[src/rtl/bitio_pkg.sv]
package bitio_pkg;

  localparam int unsigned ADDR_W = 12;
  localparam int unsigned DATA_W = 16;
  localparam int unsigned CNT_W  = $clog2(DATA_W);
  localparam int unsigned NPORTS = 3;

  localparam int unsigned PORT_BASE  [NPORTS] = '{0, 8, 16};
  localparam int unsigned PORT_WIDTH [NPORTS] = '{5, 7, 4};

  // Packed position of a port inside the shared store
  function automatic int unsigned port_offset(input int unsigned p);
    int unsigned sum;
    sum = 0;
    for (int unsigned k = 0; k < p; k++) sum += PORT_WIDTH[k];
    return sum;
  endfunction

  function automatic int unsigned store_width();
    return port_offset(NPORTS);
  endfunction

  typedef enum logic {ST_IDLE, ST_RUN} seq_state_e;

endpackage

[src/rtl/bitio_rst_sync.sv]
module bitio_rst_sync (
  input  logic clk,
  input  logic rst_n,
  output logic rst_sync_n
);

  logic stage1_q;
  logic stage2_q;

  always_ff @(posedge clk or negedge rst_n) begin
    if (!rst_n) begin
      stage1_q <= 1'b0;
      stage2_q <= 1'b0;
    end else begin
      stage1_q <= 1'b1;
      stage2_q <= stage1_q;
    end
  end

  assign rst_sync_n = stage2_q;

endmodule

[src/rtl/bitio_port.sv]
module bitio_port #(
  parameter int unsigned AW    = 12,
  parameter int unsigned BASE  = 0,
  parameter int unsigned WIDTH = 4
) (
  input  logic             clk,
  input  logic             rst_n,
  input  logic [AW-1:0]    addr,
  input  logic             wstb,
  input  logic             wbit,
  output logic             hit,
  output logic             rbit,
  output logic [WIDTH-1:0] q
);

  localparam int unsigned IW = (WIDTH > 1) ? $clog2(WIDTH) : 1;
  localparam logic [AW:0] LO = (AW+1)'(BASE);
  localparam logic [AW:0] HI = (AW+1)'(BASE + WIDTH);

  logic [IW-1:0]    bit_sel;
  logic             wr_en;
  logic [WIDTH-1:0] q_d;
  logic [WIDTH-1:0] q_q;

  assign hit     = ({1'b0, addr} >= LO) && ({1'b0, addr} < HI);
  assign bit_sel = IW'(addr - LO[AW-1:0]);
  assign wr_en   = wstb & hit;

  always_comb begin
    q_d = q_q;
    if (wr_en) q_d[bit_sel] = wbit;
  end

  always_ff @(posedge clk or negedge rst_n) begin
    if (!rst_n) begin
      q_q <= '0;
    end else if (wr_en) begin
      q_q <= q_d;
    end
  end

  assign rbit = hit ? q_q[bit_sel] : 1'b0;
  assign q    = q_q;

  AST_WRITE_LOCAL: assert property (@(posedge clk) disable iff (!rst_n)
    !(wstb && hit) |=> $stable(q_q)) else $error("port bits moved without a strobe");

endmodule

[src/rtl/bitio_seq.sv]
module bitio_seq
  import bitio_pkg::*;
#(
  parameter int unsigned AW = ADDR_W,
  parameter int unsigned DW = DATA_W,
  parameter int unsigned CW = CNT_W
) (
  input  logic          clk,
  input  logic          rst_n,
  input  logic          req_valid,
  input  logic          req_write,
  input  logic          req_test,
  input  logic [CW-1:0] req_count,
  input  logic [AW-1:0] req_base,
  input  logic [DW-1:0] req_wdata,
  input  logic          bus_rbit,
  output logic          busy,
  output logic          done,
  output logic [DW-1:0] rdata,
  output logic          test_flag,
  output logic [AW-1:0] bus_addr,
  output logic          bus_wstb,
  output logic          bus_wbit,
  output logic          bus_rstb
);

  seq_state_e    state_q, state_d;
  logic [AW-1:0] base_q,  base_d;
  logic [CW-1:0] last_q,  last_d;
  logic [CW-1:0] idx_q,   idx_d;
  logic          wr_q,    wr_d;
  logic          tst_q,   tst_d;
  logic [DW-1:0] wdata_q, wdata_d;
  logic [DW-1:0] rdata_q, rdata_d;
  logic          flag_q,  flag_d;
  logic          done_q,  done_d;
  logic          step_last;
  logic          seq_en;

  assign step_last = (idx_q == last_q);
  assign seq_en    = (state_q == ST_RUN) || req_valid;

  always_comb begin
    state_d = state_q;
    base_d  = base_q;
    last_d  = last_q;
    idx_d   = idx_q;
    wr_d    = wr_q;
    tst_d   = tst_q;
    wdata_d = wdata_q;
    rdata_d = rdata_q;
    flag_d  = flag_q;
    done_d  = 1'b0;
    case (state_q)
      ST_IDLE: begin
        if (req_valid) begin
          state_d = ST_RUN;
          base_d  = req_base;
          idx_d   = '0;
          tst_d   = req_test;
          wr_d    = req_write & ~req_test;
          last_d  = req_test ? '0 : (req_count - 1'b1);
          wdata_d = req_wdata;
          rdata_d = '0;
        end
      end
      ST_RUN: begin
        if (!wr_q) rdata_d[idx_q] = bus_rbit;
        if (step_last) begin
          state_d = ST_IDLE;
          done_d  = 1'b1;
          if (tst_q) flag_d = bus_rbit;
        end else begin
          idx_d = idx_q + 1'b1;
        end
      end
      default: state_d = ST_IDLE;
    endcase
  end

  always_ff @(posedge clk or negedge rst_n) begin
    if (!rst_n) begin
      state_q <= ST_IDLE;
      base_q  <= '0;
      last_q  <= '0;
      idx_q   <= '0;
      wr_q    <= 1'b0;
      tst_q   <= 1'b0;
      wdata_q <= '0;
      rdata_q <= '0;
      flag_q  <= 1'b0;
    end else if (seq_en) begin
      state_q <= state_d;
      base_q  <= base_d;
      last_q  <= last_d;
      idx_q   <= idx_d;
      wr_q    <= wr_d;
      tst_q   <= tst_d;
      wdata_q <= wdata_d;
      rdata_q <= rdata_d;
      flag_q  <= flag_d;
    end
  end

  always_ff @(posedge clk or negedge rst_n) begin
    if (!rst_n) done_q <= 1'b0;
    else        done_q <= done_d;
  end

  assign busy      = (state_q == ST_RUN);
  assign done      = done_q;
  assign rdata     = rdata_q;
  assign test_flag = flag_q;
  assign bus_addr  = base_q + {{(AW-CW){1'b0}}, idx_q};
  assign bus_wstb  = busy & wr_q;
  assign bus_rstb  = busy & ~wr_q;
  assign bus_wbit  = wdata_q[idx_q];

  AST_STEP_ADVANCE: assert property (@(posedge clk) disable iff (!rst_n)
    (busy && !step_last) |=> (busy && bus_addr == $past(bus_addr) + 1'b1)) else $error("address did not advance");

  AST_DONE_AFTER_BUSY: assert property (@(posedge clk) disable iff (!rst_n)
    done |-> (!busy && $past(busy))) else $error("done without preceding transfer");

  AST_FLAG_HOLD: assert property (@(posedge clk) disable iff (!rst_n)
    !done |-> $stable(test_flag)) else $error("flag moved outside completion");

  AST_RDATA_HOLD: assert property (@(posedge clk) disable iff (!rst_n)
    (!busy && !done) |-> $stable(rdata)) else $error("read word moved while idle");

endmodule

[src/rtl/bitio_bus.sv]
module bitio_bus
  import bitio_pkg::*;
#(
  parameter int unsigned AW = ADDR_W,
  parameter int unsigned DW = DATA_W,
  parameter int unsigned CW = CNT_W,
  parameter int unsigned NP = NPORTS,
  parameter int unsigned SW = store_width()
) (
  input  logic          clk,
  input  logic          rst_n,
  input  logic          req_valid,
  input  logic          req_write,
  input  logic          req_test,
  input  logic [CW-1:0] req_count,
  input  logic [AW-1:0] req_base,
  input  logic [DW-1:0] req_wdata,
  output logic          busy,
  output logic          done,
  output logic [DW-1:0] rdata,
  output logic          test_flag,
  output logic [AW-1:0] bus_addr,
  output logic          bus_wstb,
  output logic          bus_wbit,
  output logic          bus_rstb,
  output logic [SW-1:0] port_q
);

  logic          rst_sync_n;
  logic [NP-1:0] hits;
  logic [NP-1:0] rbits;
  logic          bus_rbit;

  bitio_rst_sync u_rst_sync (
    .clk        (clk),
    .rst_n      (rst_n),
    .rst_sync_n (rst_sync_n)
  );

  bitio_seq #(.AW(AW), .DW(DW), .CW(CW)) u_seq (
    .clk       (clk),
    .rst_n     (rst_sync_n),
    .req_valid (req_valid),
    .req_write (req_write),
    .req_test  (req_test),
    .req_count (req_count),
    .req_base  (req_base),
    .req_wdata (req_wdata),
    .bus_rbit  (bus_rbit),
    .busy      (busy),
    .done      (done),
    .rdata     (rdata),
    .test_flag (test_flag),
    .bus_addr  (bus_addr),
    .bus_wstb  (bus_wstb),
    .bus_wbit  (bus_wbit),
    .bus_rstb  (bus_rstb)
  );

  for (genvar p = 0; p < NP; p++) begin : g_port
    bitio_port #(
      .AW    (AW),
      .BASE  (PORT_BASE[p]),
      .WIDTH (PORT_WIDTH[p])
    ) u_port (
      .clk   (clk),
      .rst_n (rst_sync_n),
      .addr  (bus_addr),
      .wstb  (bus_wstb),
      .wbit  (bus_wbit),
      .hit   (hits[p]),
      .rbit  (rbits[p]),
      .q     (port_q[port_offset(p) +: PORT_WIDTH[p]])
    );
  end

  assign bus_rbit = |rbits;

  AST_PORTS_DISJOINT: assert property (@(posedge clk) disable iff (!rst_sync_n)
    $onehot0(hits)) else $error("two ports decode one address");

  AST_UNDECODED_ZERO: assert property (@(posedge clk) disable iff (!rst_sync_n)
    (bus_rstb && hits == '0) |-> !bus_rbit) else $error("undecoded read not zero");

endmodule

[config.mk]
export PLATFORM = sky130hd
export DESIGN_NAME = bitio_bus
export DESIGN_NICKNAME = d
export VERILOG_FILES = /design/src/rtl/bitio_pkg.sv /design/src/rtl/bitio_rst_sync.sv /design/src/rtl/bitio_port.sv /design/src/rtl/bitio_seq.sv /design/src/rtl/bitio_bus.sv
export SDC_FILE = /design/constraint.sdc
export NUM_CORES = 1
export LEC_CHECK = 0
export BUFFER_PORTS_ARGS = -buffer_cell sky130_fd_sc_hd__buf_2
export CORE_MARGIN = 2
export CORE_UTILIZATION = 59
export CTS_CLUSTER_DIAMETER = 200
export DETAILED_ROUTE_END_ITERATION = 10
export HOLD_SLACK_MARGIN = 0.02
export PLACE_DENSITY = 0.87
export SLEW_MARGIN = 20
export SYNTH_ARGS = -nofsm -noshare
export SYNTH_HDL_FRONTEND = slang
export SYNTH_SLANG_ARGS = --single-unit
export TNS_END_PERCENT = 5
[constraint.sdc]
create_clock -name clk -period 7.4 [get_ports clk]
set_clock_uncertainty 0.1 [all_clocks]
set_input_delay 1.11 -clock clk [delete_from_list [all_inputs] [get_ports clk]]
set_output_delay 1.11 -clock clk [all_outputs]
set_load 0.05 [all_outputs]
# Yosys cells after proc, flatten, opt, wreduce, memory -nomap -nowiden
# Index checks and enable logic that the tools add are counted.
# word_totals
ff_bits	75
latchBits	0
ramBits	0
mem_bits_ro	0
wordCells	93
mem_count	0
# classes
addsub	5
n_mul	0
div_mod_pow	0
n_lt_le_gt_ge	13
n_eq_ne	4
shift	0
mux	35
bitwise_logic	9
reduce_logical	12
# op_table
cell	n
$mux W16	2
$pmux W16 S2	1
$bwmux W16	1
$mux W1	15
$add A12 B4 Y12	1
$ge A12 B4 Y1 const B	1
$ge A12 B5 Y1 const B	1
$lt A12 B3 Y1 const B	1
$lt A12 B4 Y1 const B	1
$lt A12 B5 Y1 const B	1
$mux W4	3
$reduce_and A3 Y1	3
$lt A3 B4 Y1 const B	2
$pmux W4 S2	1
$bwmux W7	1
$and A1 B1 Y1	6
$bmux W1 S3	2
$demux W1 S3	2
$ge A3 B1 Y1 const B	2
$logic_and A1 B1 Y1	6
$ne A2 B2 Y1 const B	3
$bwmux W5	1
$lt A4 B5 Y1 const B	1
$add A4 B1 Y4 const B	1
other kinds (17)	19

# Depth between registers and ports, before layout
# logic_depth
ltp_word	9
ltp_mapped	9
mapped_depth_nobuf	8

# Cells and area by module
# Synthesis repeated with hierarchy kept, for this count alone.
# hier_totals
cells_unflattened	433
hier_area_um2	4269.1
# by_module_without_submodules
mod	n_inst	cells_per_inst	area_each_um2
bitio_seq	1	325	3011.6
bitio_port (g_port[1].u_port)	1	45	465.4
bitio_port (g_port[0].u_port)	1	35	425.4
bitio_port (g_port[2].u_port)	1	24	306.5
bitio_rst_sync	1	3	53.8
bitio_bus	1	1	6.3

# Worst setup path before layout
# Ideal clock, no wire load.
# synth_path
path_kind	flip-flop to output port
start	register u_seq.idx_q[0]
end	output port bus_addr[4]
arrival_time_ns	2.404
required_ns	6.190
slack_ns	3.786
path_stages_with_launch	6
path_cell_list	dfrtp_1 > ha_1 > fa_1 > a211oi_1 > nor2_2 > xnor2_1
# synth_via
elab_chain_cells	1
# synth_lines
item	line_no	text
start: declaration	bitio_seq.sv:30	logic [CW-1:0] idx_q, idx_d;
start signal: assignment	bitio_seq.sv:96	idx_q <= idx_d;
$add A12 B4 Y12	bitio_seq.sv:114	assign bus_addr = base_q + {{(AW-CW){1'b0}}, idx_q};
end: declaration	bitio_bus.sv:22	output logic [AW-1:0] bus_addr,
# Every way passes these cells.

# Worst setup path after layout
# layout_path
start	register u_seq.idx_q[0]
end	output port bus_addr[6]
# Same word-level chain as after synthesis.

==> run metrics <==
run status finished clean; DP Wirelength 6220 um; largest family of logic cells by synthesized area simple AND/OR/NAND/NOR gates; final critical-path share of the clock period 0.546; complex-gate fraction of the synthesized area 0.0716; final hold violations 0; syn avg cell area 9.66 um2; fin cells 562; vias in the first global route 3096; register area share after synthesis 0.480; worst-skew pair later-pin latency 0.35 ns; fmax 0.248 GHz; Rows 29; Max FO, Critical Path 12; Inserted Diodes 0; core region area 6390 um2; Worst slew margin 0.335; Vias 3197; WP data arrival 2.83 ns; Synth Instances 405; Final Setup Violations 0; WHS 0.191 ns; drt total wl 8680 um; CTS tree built; clk buf depth 2; most frequent cell after synthesis nand2_1; # clock sinks 75; Total GRT Usage 0.251; pin count of the biggest net entering global routing 53; # DRC 0; sequential share of power 0.313; GPL Wtd Cong 0.849; first-pass GRT wire length 14500 um; P_int 1.07 mW; peak supply drop 0.396 mV; top cell type's share of synthesized area 0.480; Place WS 3.46 ns; min cycle time layout 4.04 ns; Worst Tran Pin Value 0.992 ns; setup ws final 3.36 ns; DIE HEIGHT 85.4 um; Post-CTS Setup Bufs 0; DR vias/cell 5.69; Min-Delay Path Class flip-flop to async pin; die width 85.4 um; layout cells sized above 1 0.264; initial antenna violation count 0; mux contribution to synthesized area 0.105; number of synthesized flops with an enable pin 0; TNS Setup 0 ns; CP Cell Sequence ha_1 > fa_1 > a211oi_1 > nor2_2 > nand3_1 > xnor2_1 > buf_2; clock network fraction of design power 0.166; Worst Setup Path Type flip-flop to output port; critical path's slowest cell dfrtp_1; Yosys reg bits 75; ys flop type dfrtp_1; Synth warnings 0; Synth area leaders dfrtp_1 48%, nand2_1 10%, nand3_1 5.6%; Pwr Density 465 nW/um2; die footprint 7300 um2; maxcap violations 0; Post-Synth XOR/XNOR Area 0.0470; TritonCTS Buffers 9; Post-CTS Hold Buffers 0; Fill cells 496; Syn Std Cell Area 3910 um2; post-route antenna net violation count 0; Comb pwr share 0.521; sw frac 0.497; DRT Pass-1 Iters 5; most instantiated cells after synthesis 104 x nand2_1, 75 x dfrtp_1, 44 x nand3_1, 19 x clkbuf_1, 19 x o21ai_0; Critical Path Max Stage Delay 0.57 ns; Initial Utilization 0.613; Syn-to-layout area delta 17.2%; count of pins over their slew limit 0; net switching power 1.06 mW; Netlist cell types 41; adder-cell share of the synthesized area 0.0339; CP required 6.19 ns; post-synth top area cell dfrtp_1; grt total ovfl 0; IO Port Bufs 86; Worst Setup Start Kind flip-flop; # placed instances 546; NumNets Final 527; Worst Setup End Kind output port; P_leak 2.34 nW; CTS root buffer clkbuf_8; drt wl/cell 15.4 um; total nets after synthesis 452; clock-pin slew on the worst setup and hold paths 0.08 ns; Gates resized, CTS repair 0; I/O pin count 87; Iteration-0 DRC Markers 149; final core occ 0.718; async set-reset flop share out of synthesis 1.00; RSZ-0062 raised after global routing false; number of H-tree levels 3; post-synthesis simple-gate area fraction 0.226
## logic make-up after synthesis
logic type | Yosys count
other cells | 1
simple gates | 197
fa+ha+maj | 10
compound gates | 38
flops | 75
xor+xnor | 21
buf+inv | 34
mux | 29
## per-stage QoR
step | total power, mW | cell area [um2]
floorplan | 1.54 | 3910
global placement | 1.73 | 4360
detailed placement | 1.78 | 4360
CTS | 2.13 | 4590
global route | 2.27 | 4590
finish | 2.13 | 4590
## per-layer routing
layer,track usage,part of all wire,wire (um),vias up
met5,0,0,0,-
met4,0.101,0.019,166,0
met3,0.0447,0.066,572,16
met2,0.404,0.48,4200,135
met1,0.339,0.43,3740,1521
li1,-,-,-,1525
## cell type report
| class | count | area (um2) | area share |
|---|---|---|---|
| Clock buffer | 11 | 151 | 0.0330 |
| Clock inverter | 5 | 75.1 | 0.0164 |
| Inverter | 10 | 37.5 | 0.00819 |
| Multi-Input combinational cell | 296 | 1900 | 0.415 |
| Sequential cell | 75 | 1880 | 0.410 |
| Tap cell | 77 | 96.3 | 0.0210 |
| Timing Repair Buffer | 88 | 445 | 0.0971 |
## worst max-delay path: cells and delay by family, from the launching register on
family | cells | cell delay [ns]
adder cells (fa/ha/maj) | 2 | 0.75
flip-flops | 1 | 0.57
AO/OA/AOI/OAI | 1 | 0.49
buffers and inverters | 1 | 0.28
AND/OR/NAND/NOR | 2 | 0.27
XOR/XNOR | 1 | 0.11
## cells in the final DEF, fill, tap and decap left out, types with 2 or more instances in the layout
| cell type | synthesis | layout |
|---|---|---|
| xor2_1 | 10 | 10 |
| nand3_1 | 44 | 44 |
| inv_1 | 10 | 10 |
| mux2i_1 | 4 | 4 |
| o21ai_0 | 19 | 19 |
| and3_1 | 4 | 4 |
| nor2_1 | 14 | 14 |
| mux4_2 | 8 | 8 |
| mux2_1 | 9 | 9 |
| buf_4 | 0 | 2 |
| and2_1 | 6 | 6 |
| nor2b_1 | 4 | 3 |
| nor4b_1 | 4 | 4 |
| xnor2_1 | 11 | 11 |
| o21bai_1 | 2 | 2 |
| bufinv_16 | 0 | 2 |
| a21oi_1 | 3 | 3 |
| ha_1 | 9 | 9 |
| a22o_1 | 4 | 4 |
| clkbuf_8 | 0 | 11 |
| mux2_2 | 8 | 8 |
| nor3_1 | 11 | 11 |
| o31ai_1 | 2 | 2 |
| clkinv_2 | 0 | 3 |
| dfrtp_1 | 75 | 74 |
| nand2_1 | 104 | 104 |
| buf_2 | 4 | 86 |
## path summary, 6_finish.rpt
| kind | cells past startpoint | to | slack [ns] | start |
|---|---|---|---|---|
| max | 7 | bus_addr[6] | 3.36 | u_seq.idx_q[0]$_DFFE_PN0P_ |
| min | 0 | u_seq.wdata_q[15]$_DFFE_PN0P_ | 0.19 | u_rst_sync.rst_sync_n$_DFF_PN0_ |
| min in group clk | 0 | u_rst_sync.rst_sync_n$_DFF_PN0_ | 0.27 | u_rst_sync.stage1_q$_DFF_PN0_ |
| max in group asynchronous | 1 | g_port[2].u_port.q[3]$_DFFE_PN0P_ | 6.01 | u_rst_sync.rst_sync_n$_DFF_PN0_ |
| min reg2reg | 0 | u_seq.wdata_q[15]$_DFFE_PN0P_ | 0.19 | u_rst_sync.rst_sync_n$_DFF_PN0_ |
| max reg2reg | 8 | u_seq.rdata[2]$_DFFE_PN0P_ | 3.46 | u_seq.idx_q[0]$_DFFE_PN0P_ |
## sequential cells by signal, indices dropped and copies added (netlist names)
signal	flops
g_port.u_port.q	16
u_seq.rdata	16
u_seq.wdata_q	16
u_seq.base_q	12
u_seq.idx_q	4
u_seq.last_q	4
u_rst_sync.rst_sync_n	1
u_rst_sync.stage1_q	1
u_seq.busy	1
u_seq.done	1
u_seq.test_flag	1
u_seq.tst_q	1
u_seq.wr_q	1
## power by group through the flow
| stage | registers, mW | clock network (mW) | logic [mW] |
|---|---|---|---|
| after floorplan | 0.654 | 0 | 0.887 |
| after global placement | 0.663 | 0 | 1.07 |
| after detailed placement | 0.674 | 0 | 1.10 |
| after CTS | 0.665 | 0.360 | 1.11 |
| after global routing | 0.689 | 0.375 | 1.20 |
| final | 0.667 | 0.354 | 1.11 |
No activity file was read; power rests on OpenSTA's default activity.
